--- src/rtl/i2c_ack_pkg.sv ---
package i2c_ack_pkg;
   // Bus events decoded from one clock of synchronized SCL/SDA history
   typedef struct packed {
      logic scl_rise;
      logic scl_fall;
      logic start;
      logic stop;
   } bus_evt_t;
endpackage

--- src/rtl/i2c_bus_events.sv ---
module i2c_bus_events
   import i2c_ack_pkg::*;
(
   input  logic     clk,
   input  logic     rst_n,
   input  logic     scl_i,
   input  logic     sda_i,
   output bus_evt_t evt_o
);
   logic scl_q, sda_q;

   always_ff @(posedge clk or negedge rst_n) begin
      if (!rst_n) begin
         scl_q <= 1'b1;
         sda_q <= 1'b1;
      end else begin
         scl_q <= scl_i;
         sda_q <= sda_i;
      end
   end

   always_comb begin
      evt_o.scl_rise = scl_i & ~scl_q;
      evt_o.scl_fall = ~scl_i & scl_q;
      // SDA edges while SCL stays high mark bus conditions
      evt_o.start    = scl_i & scl_q & sda_q & ~sda_i;
      evt_o.stop     = scl_i & scl_q & ~sda_q & sda_i;
   end
endmodule

--- src/rtl/i2c_ack_policy.sv ---
module i2c_ack_policy #(
   parameter int ADDR_W   = 7,
   parameter int NUM_ADDR = 3,
   localparam int BYTE_W  = ADDR_W + 1
) (
   input  logic [BYTE_W-1:0]          byte_i,
   input  logic                       is_addr_i,
   input  logic [NUM_ADDR*ADDR_W-1:0] slots_i,
   input  logic                       multi_i,
   input  logic                       addr_free_i,
   input  logic                       ack_bit_i,
   output logic                       hit_o,
   output logic                       ack_o
);
   logic [ADDR_W-1:0]   addr;
   logic [NUM_ADDR-1:0] slot_hit;
   logic                gcall;

   assign addr  = byte_i[BYTE_W-1:1];
   assign gcall = (addr == '0);

   for (genvar g = 0; g < NUM_ADDR; g++) begin : g_slot
      if (g == 0) begin : g_base
         assign slot_hit[g] = (addr == slots_i[g*ADDR_W +: ADDR_W]);
      end else begin : g_extra
         assign slot_hit[g] = multi_i && (addr == slots_i[g*ADDR_W +: ADDR_W]);
      end
   end

   assign hit_o = |slot_hit;

   // Data bytes follow ack_bit_i alone; address bytes also need a hit,
   // a general call, or address-free mode
   assign ack_o = !ack_bit_i && (!is_addr_i || addr_free_i || hit_o || gcall);

   always_comb begin
      if (ack_bit_i === 1'b1)
         a_r5_forced_nack: assert (!ack_o);
   end
endmodule

--- src/rtl/i2c_rx_sequencer.sv ---
module i2c_rx_sequencer
   import i2c_ack_pkg::*;
#(
   parameter int BYTE_W = 8,
   localparam int CNT_W = $clog2(BYTE_W + 1)
) (
   input  logic              clk,
   input  logic              rst_n,
   input  bus_evt_t          evt_i,
   input  logic              sda_i,
   input  logic              ack_clk_en_i,
   input  logic              ack_level_i,
   input  logic              hit_i,
   output logic [BYTE_W-1:0] shreg_o,
   output logic              is_addr_o,
   output logic              sda_pull_o,
   output logic [BYTE_W-1:0] rx_byte_o,
   output logic              addr_match_o,
   output logic              irq_o
);
   localparam logic [CNT_W-1:0] LAST = CNT_W'(BYTE_W);

   logic [CNT_W-1:0] bit_cnt;
   logic             in_ack, active_q, ackclk_q;
   logic             idle, last_fall;

   assign idle      = (bit_cnt == '0) && !in_ack;
   assign last_fall = evt_i.scl_fall && (bit_cnt == LAST) && !in_ack;

   always_ff @(posedge clk or negedge rst_n) begin
      if (!rst_n) begin
         bit_cnt      <= '0;
         in_ack       <= 1'b0;
         active_q     <= 1'b0;
         ackclk_q     <= 1'b0;
         shreg_o      <= '0;
         is_addr_o    <= 1'b1;
         sda_pull_o   <= 1'b0;
         rx_byte_o    <= '0;
         addr_match_o <= 1'b0;
         irq_o        <= 1'b0;
      end else begin
         irq_o <= 1'b0;
         if (idle) ackclk_q <= ack_clk_en_i;
         if (evt_i.start || evt_i.stop) begin
            bit_cnt      <= '0;
            in_ack       <= 1'b0;
            sda_pull_o   <= 1'b0;
            is_addr_o    <= 1'b1;
            active_q     <= evt_i.start;
            addr_match_o <= 1'b0;
         end else if (active_q) begin
            if (evt_i.scl_rise && !in_ack && bit_cnt != LAST) begin
               shreg_o <= {shreg_o[BYTE_W-2:0], sda_i};
               bit_cnt <= bit_cnt + 1'b1;
            end
            if (last_fall) begin
               rx_byte_o <= shreg_o;
               if (is_addr_o) addr_match_o <= hit_i;
               if (ackclk_q) begin
                  in_ack     <= 1'b1;
                  sda_pull_o <= ack_level_i;
               end else begin
                  irq_o     <= 1'b1;
                  bit_cnt   <= '0;
                  is_addr_o <= 1'b0;
               end
            end else if (evt_i.scl_fall && in_ack) begin
               in_ack     <= 1'b0;
               sda_pull_o <= 1'b0;
               irq_o      <= 1'b1;
               bit_cnt    <= '0;
               is_addr_o  <= 1'b0;
            end
         end
      end
   end

   a_r8_pull_on_fall: assert property (@(posedge clk) disable iff (!rst_n)
      $rose(sda_pull_o) |-> $past(evt_i.scl_fall));
   a_r8_release_on_edge: assert property (@(posedge clk) disable iff (!rst_n)
      $fell(sda_pull_o) |-> $past(evt_i.scl_fall || evt_i.start || evt_i.stop));
   a_r9_no_pull_without_clk: assert property (@(posedge clk) disable iff (!rst_n)
      sda_pull_o |-> ackclk_q);
   a_r10_irq_single: assert property (@(posedge clk) disable iff (!rst_n)
      irq_o |=> !irq_o);
   a_r11_mode_held: assert property (@(posedge clk) disable iff (!rst_n)
      !idle |=> $stable(ackclk_q));
   a_r12_stop_clears: assert property (@(posedge clk) disable iff (!rst_n)
      evt_i.stop |=> (!addr_match_o && !sda_pull_o));
endmodule

--- src/rtl/i2c_ack_responder.sv ---
module i2c_ack_responder
   import i2c_ack_pkg::*;
#(
   parameter int ADDR_W   = 7,
   parameter int NUM_ADDR = 3,
   localparam int BYTE_W  = ADDR_W + 1
) (
   input  logic                       clk,
   input  logic                       rst_n,
   input  logic                       scl_i,
   input  logic                       sda_i,
   input  logic                       ack_bit_i,
   input  logic                       addr_free_i,
   input  logic                       multi_addr_i,
   input  logic                       ack_clk_en_i,
   input  logic [NUM_ADDR*ADDR_W-1:0] own_addr_i,
   output logic                       sda_pull_o,
   output logic [BYTE_W-1:0]          rx_byte_o,
   output logic                       addr_match_o,
   output logic                       irq_o
);
   if (ADDR_W < 1 || NUM_ADDR < 1) begin : g_bad_param
      $error("i2c_ack_responder: ADDR_W and NUM_ADDR must be at least 1");
   end

   bus_evt_t          evt;
   logic [BYTE_W-1:0] shreg;
   logic              is_addr, hit, ack_level;

   i2c_bus_events u_events (
      .clk   (clk),
      .rst_n (rst_n),
      .scl_i (scl_i),
      .sda_i (sda_i),
      .evt_o (evt)
   );

   i2c_ack_policy #(.ADDR_W(ADDR_W), .NUM_ADDR(NUM_ADDR)) u_policy (
      .byte_i      (shreg),
      .is_addr_i   (is_addr),
      .slots_i     (own_addr_i),
      .multi_i     (multi_addr_i),
      .addr_free_i (addr_free_i),
      .ack_bit_i   (ack_bit_i),
      .hit_o       (hit),
      .ack_o       (ack_level)
   );

   i2c_rx_sequencer #(.BYTE_W(BYTE_W)) u_seq (
      .clk          (clk),
      .rst_n        (rst_n),
      .evt_i        (evt),
      .sda_i        (sda_i),
      .ack_clk_en_i (ack_clk_en_i),
      .ack_level_i  (ack_level),
      .hit_i        (hit),
      .shreg_o      (shreg),
      .is_addr_o    (is_addr),
      .sda_pull_o   (sda_pull_o),
      .rx_byte_o    (rx_byte_o),
      .addr_match_o (addr_match_o),
      .irq_o        (irq_o)
   );
endmodule

--- config.mk ---
export PLATFORM = sky130hd
export DESIGN_NAME = i2c_ack_responder
export DESIGN_NICKNAME = d
export VERILOG_FILES = /design/src/rtl/i2c_ack_pkg.sv /design/src/rtl/i2c_bus_events.sv /design/src/rtl/i2c_ack_policy.sv /design/src/rtl/i2c_rx_sequencer.sv /design/src/rtl/i2c_ack_responder.sv
export SDC_FILE = /design/constraint.sdc
export NUM_CORES = 1
export LEC_CHECK = 0
export BUFFER_PORTS_ARGS = -buffer_cell sky130_fd_sc_hd__buf_2
export CORE_ASPECT_RATIO = 1.25
export CORE_MARGIN = 3
export CORE_UTILIZATION = 30
export CTS_BUF_LIST = sky130_fd_sc_hd__clkbuf_4
export DETAILED_ROUTE_END_ITERATION = 16
export GPL_ROUTABILITY_DRIVEN = 0
export PLACE_DENSITY = 0.62
export SKIP_CTS_REPAIR_TIMING = 1
export SYNTH_ARGS = -nofsm -noshare
export SYNTH_HDL_FRONTEND = slang
export SYNTH_SLANG_ARGS = --single-unit
--- constraint.sdc ---
create_clock -name clk -period 2.5 [get_ports clk]
set_input_delay 0.125 -clock clk [delete_from_list [all_inputs] [get_ports clk]]
set_output_delay 0.125 -clock clk [all_outputs]
set_load 0.03 [all_outputs]
=== Yosys cells after proc, flatten, opt, wreduce, memory -nomap -nowiden ===
Cells that the tools add are included.

* Register bits: 29
* Bits in latches: 0
* Memory bits (writable): 0
* ROM bits: 0
* Bits of input ports: 29
* Output and inout bits: 11
* Logic and storage cells: 88
* Memories: 0

* Add/sub/neg operators: 1
* $mul: 0
* Divide/modulo/power cells: 0
* Magnitude comparators: 0
* Eq/ne operators: 7
* Shift-type cells: 0
* Mux-type cells: 28
* Bitwise operators: 12
* Reduce and logical (&&, ||, !) cells: 28

{| class="wikitable"
|+ Operator list
! operator !! number
|-
| $mux 4 || 6
|-
| $mux 1 || 22
|-
| $eq 7x7->1 || 3
|-
| $reduce_and 3->1 || 5
|-
| $logic_and 1x1->1 || 9
|-
| $and 1x1->1 || 7
|-
| $logic_not 7->1 || 1
|-
| $reduce_bool 2->1 || 3
|-
| $not 1->1 || 5
|-
| $add 4x1->4 const B || 1
|-
| $eq 4x4->1 const B || 1
|-
| $logic_not 4->1 || 1
|-
| $logic_or 1x1->1 || 4
|-
| $ne 4x4->1 const B || 1
|-
| $logic_not 1->1 || 3
|-
| $ne 3x2->1 const B || 1
|-
| $ne 3x3->1 const B || 1
|-
| $reduce_bool 3->1 || 1
|-
| $reduce_or 3->1 || 1
|}

=== Logic depth before layout (Yosys ltp) ===
* Depth after elaboration: 10
* Gate-level depth with buffers: 8
* Mapped depth without buffers: 7

=== Cells and area by module ===
A second synthesis with hierarchy kept.

* Cells, all modules: 151
* Area, all modules: 1682.9 um^2

{| class="wikitable"
|+ Modules (own cells, without submodules)
! module !! instances !! cells each !! area an instance (um^2) !! sequential area each (um^2)
|-
| i2c_rx_sequencer || 1 || 108 || 1303.8 || 676.9
|-
| i2c_ack_policy || 1 || 37 || 294.0 || 0.0
|-
| i2c_bus_events || 1 || 6 || 85.1 || 52.6
|}

=== Worst setup path before layout ===
Ideal clock, no wire load.

* Path type: register to register
* Start point: register u_seq.bit_cnt[0]
* End point: register u_seq.bit_cnt[3]
* Setup time: 0.099 ns
* Arrival: 1.724 ns
* Required time: 2.401 ns
* Slack: 0.677 ns
* Cell stages (with the launch flop): 8
* Path buffers: 0
* Period minus slack after synthesis: 1.823 ns
* Path through: dfrtp_1 > inv_1 > ha_1 > and3b_2 > nor4b_4 > nand4_1 > o21ba_1 > a311oi_1

* Longest elaborated chain between the ends: 7
* Elaborated cells between the ends (all ways): 12
* Classes of those cells: add/sub (1); eq/ne (2); mux (6); reduce/logical (3)

{| class="wikitable"
|+ RTL lines
! item !! line !! source
|-
| start: declaration || i2c_rx_sequencer.sv:23 || <nowiki>logic [CNT_W-1:0] bit_cnt;</nowiki>
|-
| start signal: assignment || i2c_rx_sequencer.sv:55 || <nowiki>bit_cnt <= bit_cnt + 1'b1;</nowiki>
|-
| branches (longest 4 deep; another with $add 4x1->4) || n/a ||
|-
| $mux 4 * || i2c_rx_sequencer.sv:57 || <nowiki>if (last_fall) begin</nowiki>
|-
| $mux 4 * || i2c_rx_sequencer.sv:52 || <nowiki>end else if (active_q) begin</nowiki>
|-
| $mux 4 * || i2c_rx_sequencer.sv:45 || <nowiki>if (evt_i.start || evt_i.stop) begin</nowiki>
|}

Every way passes the cells marked *. The select of a mux whose other input is x is not followed.
A chain may end at the register's enable or synchronous reset.

=== Worst setup path in the final report ===
Ends and elaborated chain as after synthesis.

==> out/metrics.yaml <==
numCtsBuffers: 5
ant_nets: 0
yosysWarningCount: 0
synth_top_family_by_area: "simple AND/OR/NAND/NOR gates"
die-width_um: 70.4
synthAdderAreaFrac_pct: 1.61
finClkSkew_ns: 0.00572
synth_compound_area_share_pct: 8.53
synthXorXnorAreaFrac_pct: 12.4
min_period_ns: 2.02
finalPower_mw: 1.38
ios: 40
synth_flop_cell: "dfrtp_1"
max_cap_viol_count: 0
tightest_slew_ns: 0.654
fmax_mhz: 496
reg2reg_setup_slack_ns: 0.48
worstHoldPathType: "input pin to register"
cellLeakagePower_nw: 0.946
slew_violations: 0
ys_seq_area_share_pct: 46.9
drt_wl_total_um: 3510
htree_levels: 2
max_slew_margin_pct: 56.4
power_density_nw_per_um2: 736
r2r_end: "u_seq.bit_cnt[3]"
vias: 1252
period_share_pct: 80.7
arrival_ns: 2.26
grt_overflow_total: 0
path_cells: "inv_1 > ha_1 > and3b_2 > nor4b_4 > nand4_1 > o21ba_1 > a311oi_1"
hp-start: "ack_clk_en_i"
rsz0062_at_grt: "no"
cp-start-kind: "register"
placedCellCount: 248
cp_slowest_cell: "dfrtp_1"
start_util_pct: 31.9
fillCellCount: 487
final_layout_size_suffix_gt1_share_pct: 32.2
clock_sink_count: 29
die_h_um: 86.5
synth-simple-area-share_pct: 20.3
synth_enable_flop_cells: 0
ff2ff_path_depth: 7
max_stage_delay_ns: 0.40
drc: 0
grt_max_degree: 30
area_growth_pct: 20.6
final_common_cell: "buf_2"
wl_per_cell_um: 13.5
track_usage_pct: 12.7
cts_tree: "yes"
r2r_start: "u_seq.bit_cnt[0]"
finalCoreUtilization_pct: 38.5
synth_area_um2: 1550
status: "completed"
path_buf_inv: 1
insertion_delay_ns: 0.34
grt_pass1_vias: 1279
synthMuxAreaShare_pct: 6.52
core_area_um2: 4870
tns_ns: 0
setup_slack_ns: 0.483
syn_area_per_cell_um2: 9.84
cts.clk_slew.worst_paths_ns: 0.10
diodes: 0
dieArea_um2: 6080
hold_violations: 0
hold_end: "u_seq.ackclk_q"
synth_fp_nets: 189
cp_max_fo: 7
nets: 229
crit_family: "simple AND/OR/NAND/NOR gates"
first_pass_iters: 4
instances_no_fill: 259
io_buffers: 39
max-vdd-ir-drop_v: 0.000373
syn_inst: 158
hold-path-cell-count: 2
setup_viol: 0
synth_seq_cells: 29
rows: 28
cts_root_buffer: "clkbuf_4"
end_kind: "register"
cts.path.max_buffers: 2
dp.final_hpwl_um: 2620
mostFrequentLayoutCells: "buf_2 (39), nand2_1 (33), dfrtp_1 (26), xor2_1 (11), xnor2_1 (11)"
grt_pass1_wl_um: 6020
ys_async_sr_fraction_pct: 100
synth_cell_types: 33
required_ns: 2.74
drtIter0Drc: 47
vias_per_cell: 4.83
antenna_found_initial: 0
pre_cts_slack_ns: 0.521
worstSetupPathType: "register to register"
==> synth_stat cells (4+ instances only) <==
master	instances	area (µm²)
a31oi_1	4	25.0
clkbuf_1	8	30.0
dfrtp_1	26	651
inv_1	6	22.5
mux2_2	9	101
nand2_1	33	124
nor2_1	4	15.0
nor4_1	4	25.0
o21ai_0	6	30.0
xnor2_1	11	96.3
xor2_1	11	96.3
==> area by class of cell <==
cell class                 count  area (µm²)  area share (%)
clock buffer                   6        45.0            2.40
clock inverter                 2        10.0           0.534
inverter                       6        22.5            1.20
multi-input combinational    114         767            40.9
sequential                    29         729            38.9
tap                           60        75.1            4.01
timing repair buffer          42         225            12.0
==> cells by family after synthesis <==
family          after synthesis
simple gates                 61
compound gates               20
buf+inv                      15
xor+xnor                     22
flops                        29
fa+ha+maj                     2
mux                           9
==> flip-flops by register name, indices dropped and copies added, names as in the netlist <==
register / flops
u_events.scl_q: 1
u_events.sda_q: 1
u_seq.ackclk_q: 1
u_seq.active_q: 1
u_seq.addr_match_o: 1
u_seq.bit_cnt: 4
u_seq.in_ack: 1
u_seq.irq_o: 1
u_seq.is_addr_o: 1
u_seq.rx_byte_o: 8
u_seq.sda_pull_o: 1
u_seq.shreg_o: 8
==> layer usage <==
layer | track usage [%] | up-vias | share of wire (%) | routed length, µm
met5 | 0 | - | 0 | 0
met4 | 4.88 | 0 | 1.9 | 65
met3 | 4.41 | 5 | 7.0 | 247
met2 | 20.4 | 47 | 47 | 1650
met1 | 15.6 | 579 | 44 | 1550
li1 | - | 621 | - | -
==> where the power goes <==
group / switching (mW) / leakage (nW) / internal (mW) / total [mW]
clock network: 0.172 / 0.0354 / 0.118 / 0.290
registers: 0.179 / 0.370 / 0.557 / 0.736
logic: 0.143 / 0.541 / 0.209 / 0.352
total: 0.494 / 0.946 / 0.884 / 1.38
==> per-stage QoR <==
stage,hold slack [ns],instance area (µm²)
finish,0.0156,1870
detailed placement,0.202,1790
global placement,0.193,1790
CTS,-0.178,1840
floorplan,-0.171,1550
global route,0.0154,1870
==> worst max path at each step <==
stage | startpoint | cells after the start | to
after global placement | u_seq.bit_cnt[0] | 7 | u_seq.bit_cnt[3]
final | u_seq.bit_cnt[0] | 7 | u_seq.bit_cnt[3]
after floorplan | u_seq.bit_cnt[0] | 7 | u_seq.bit_cnt[3]
after detailed placement | u_seq.bit_cnt[0] | 7 | u_seq.bit_cnt[3]
after CTS | u_seq.bit_cnt[0] | 7 | u_seq.bit_cnt[3]
after global routing | u_seq.bit_cnt[0] | 7 | u_seq.bit_cnt[3]
Note: power is estimated with default switching activity, not from simulation.
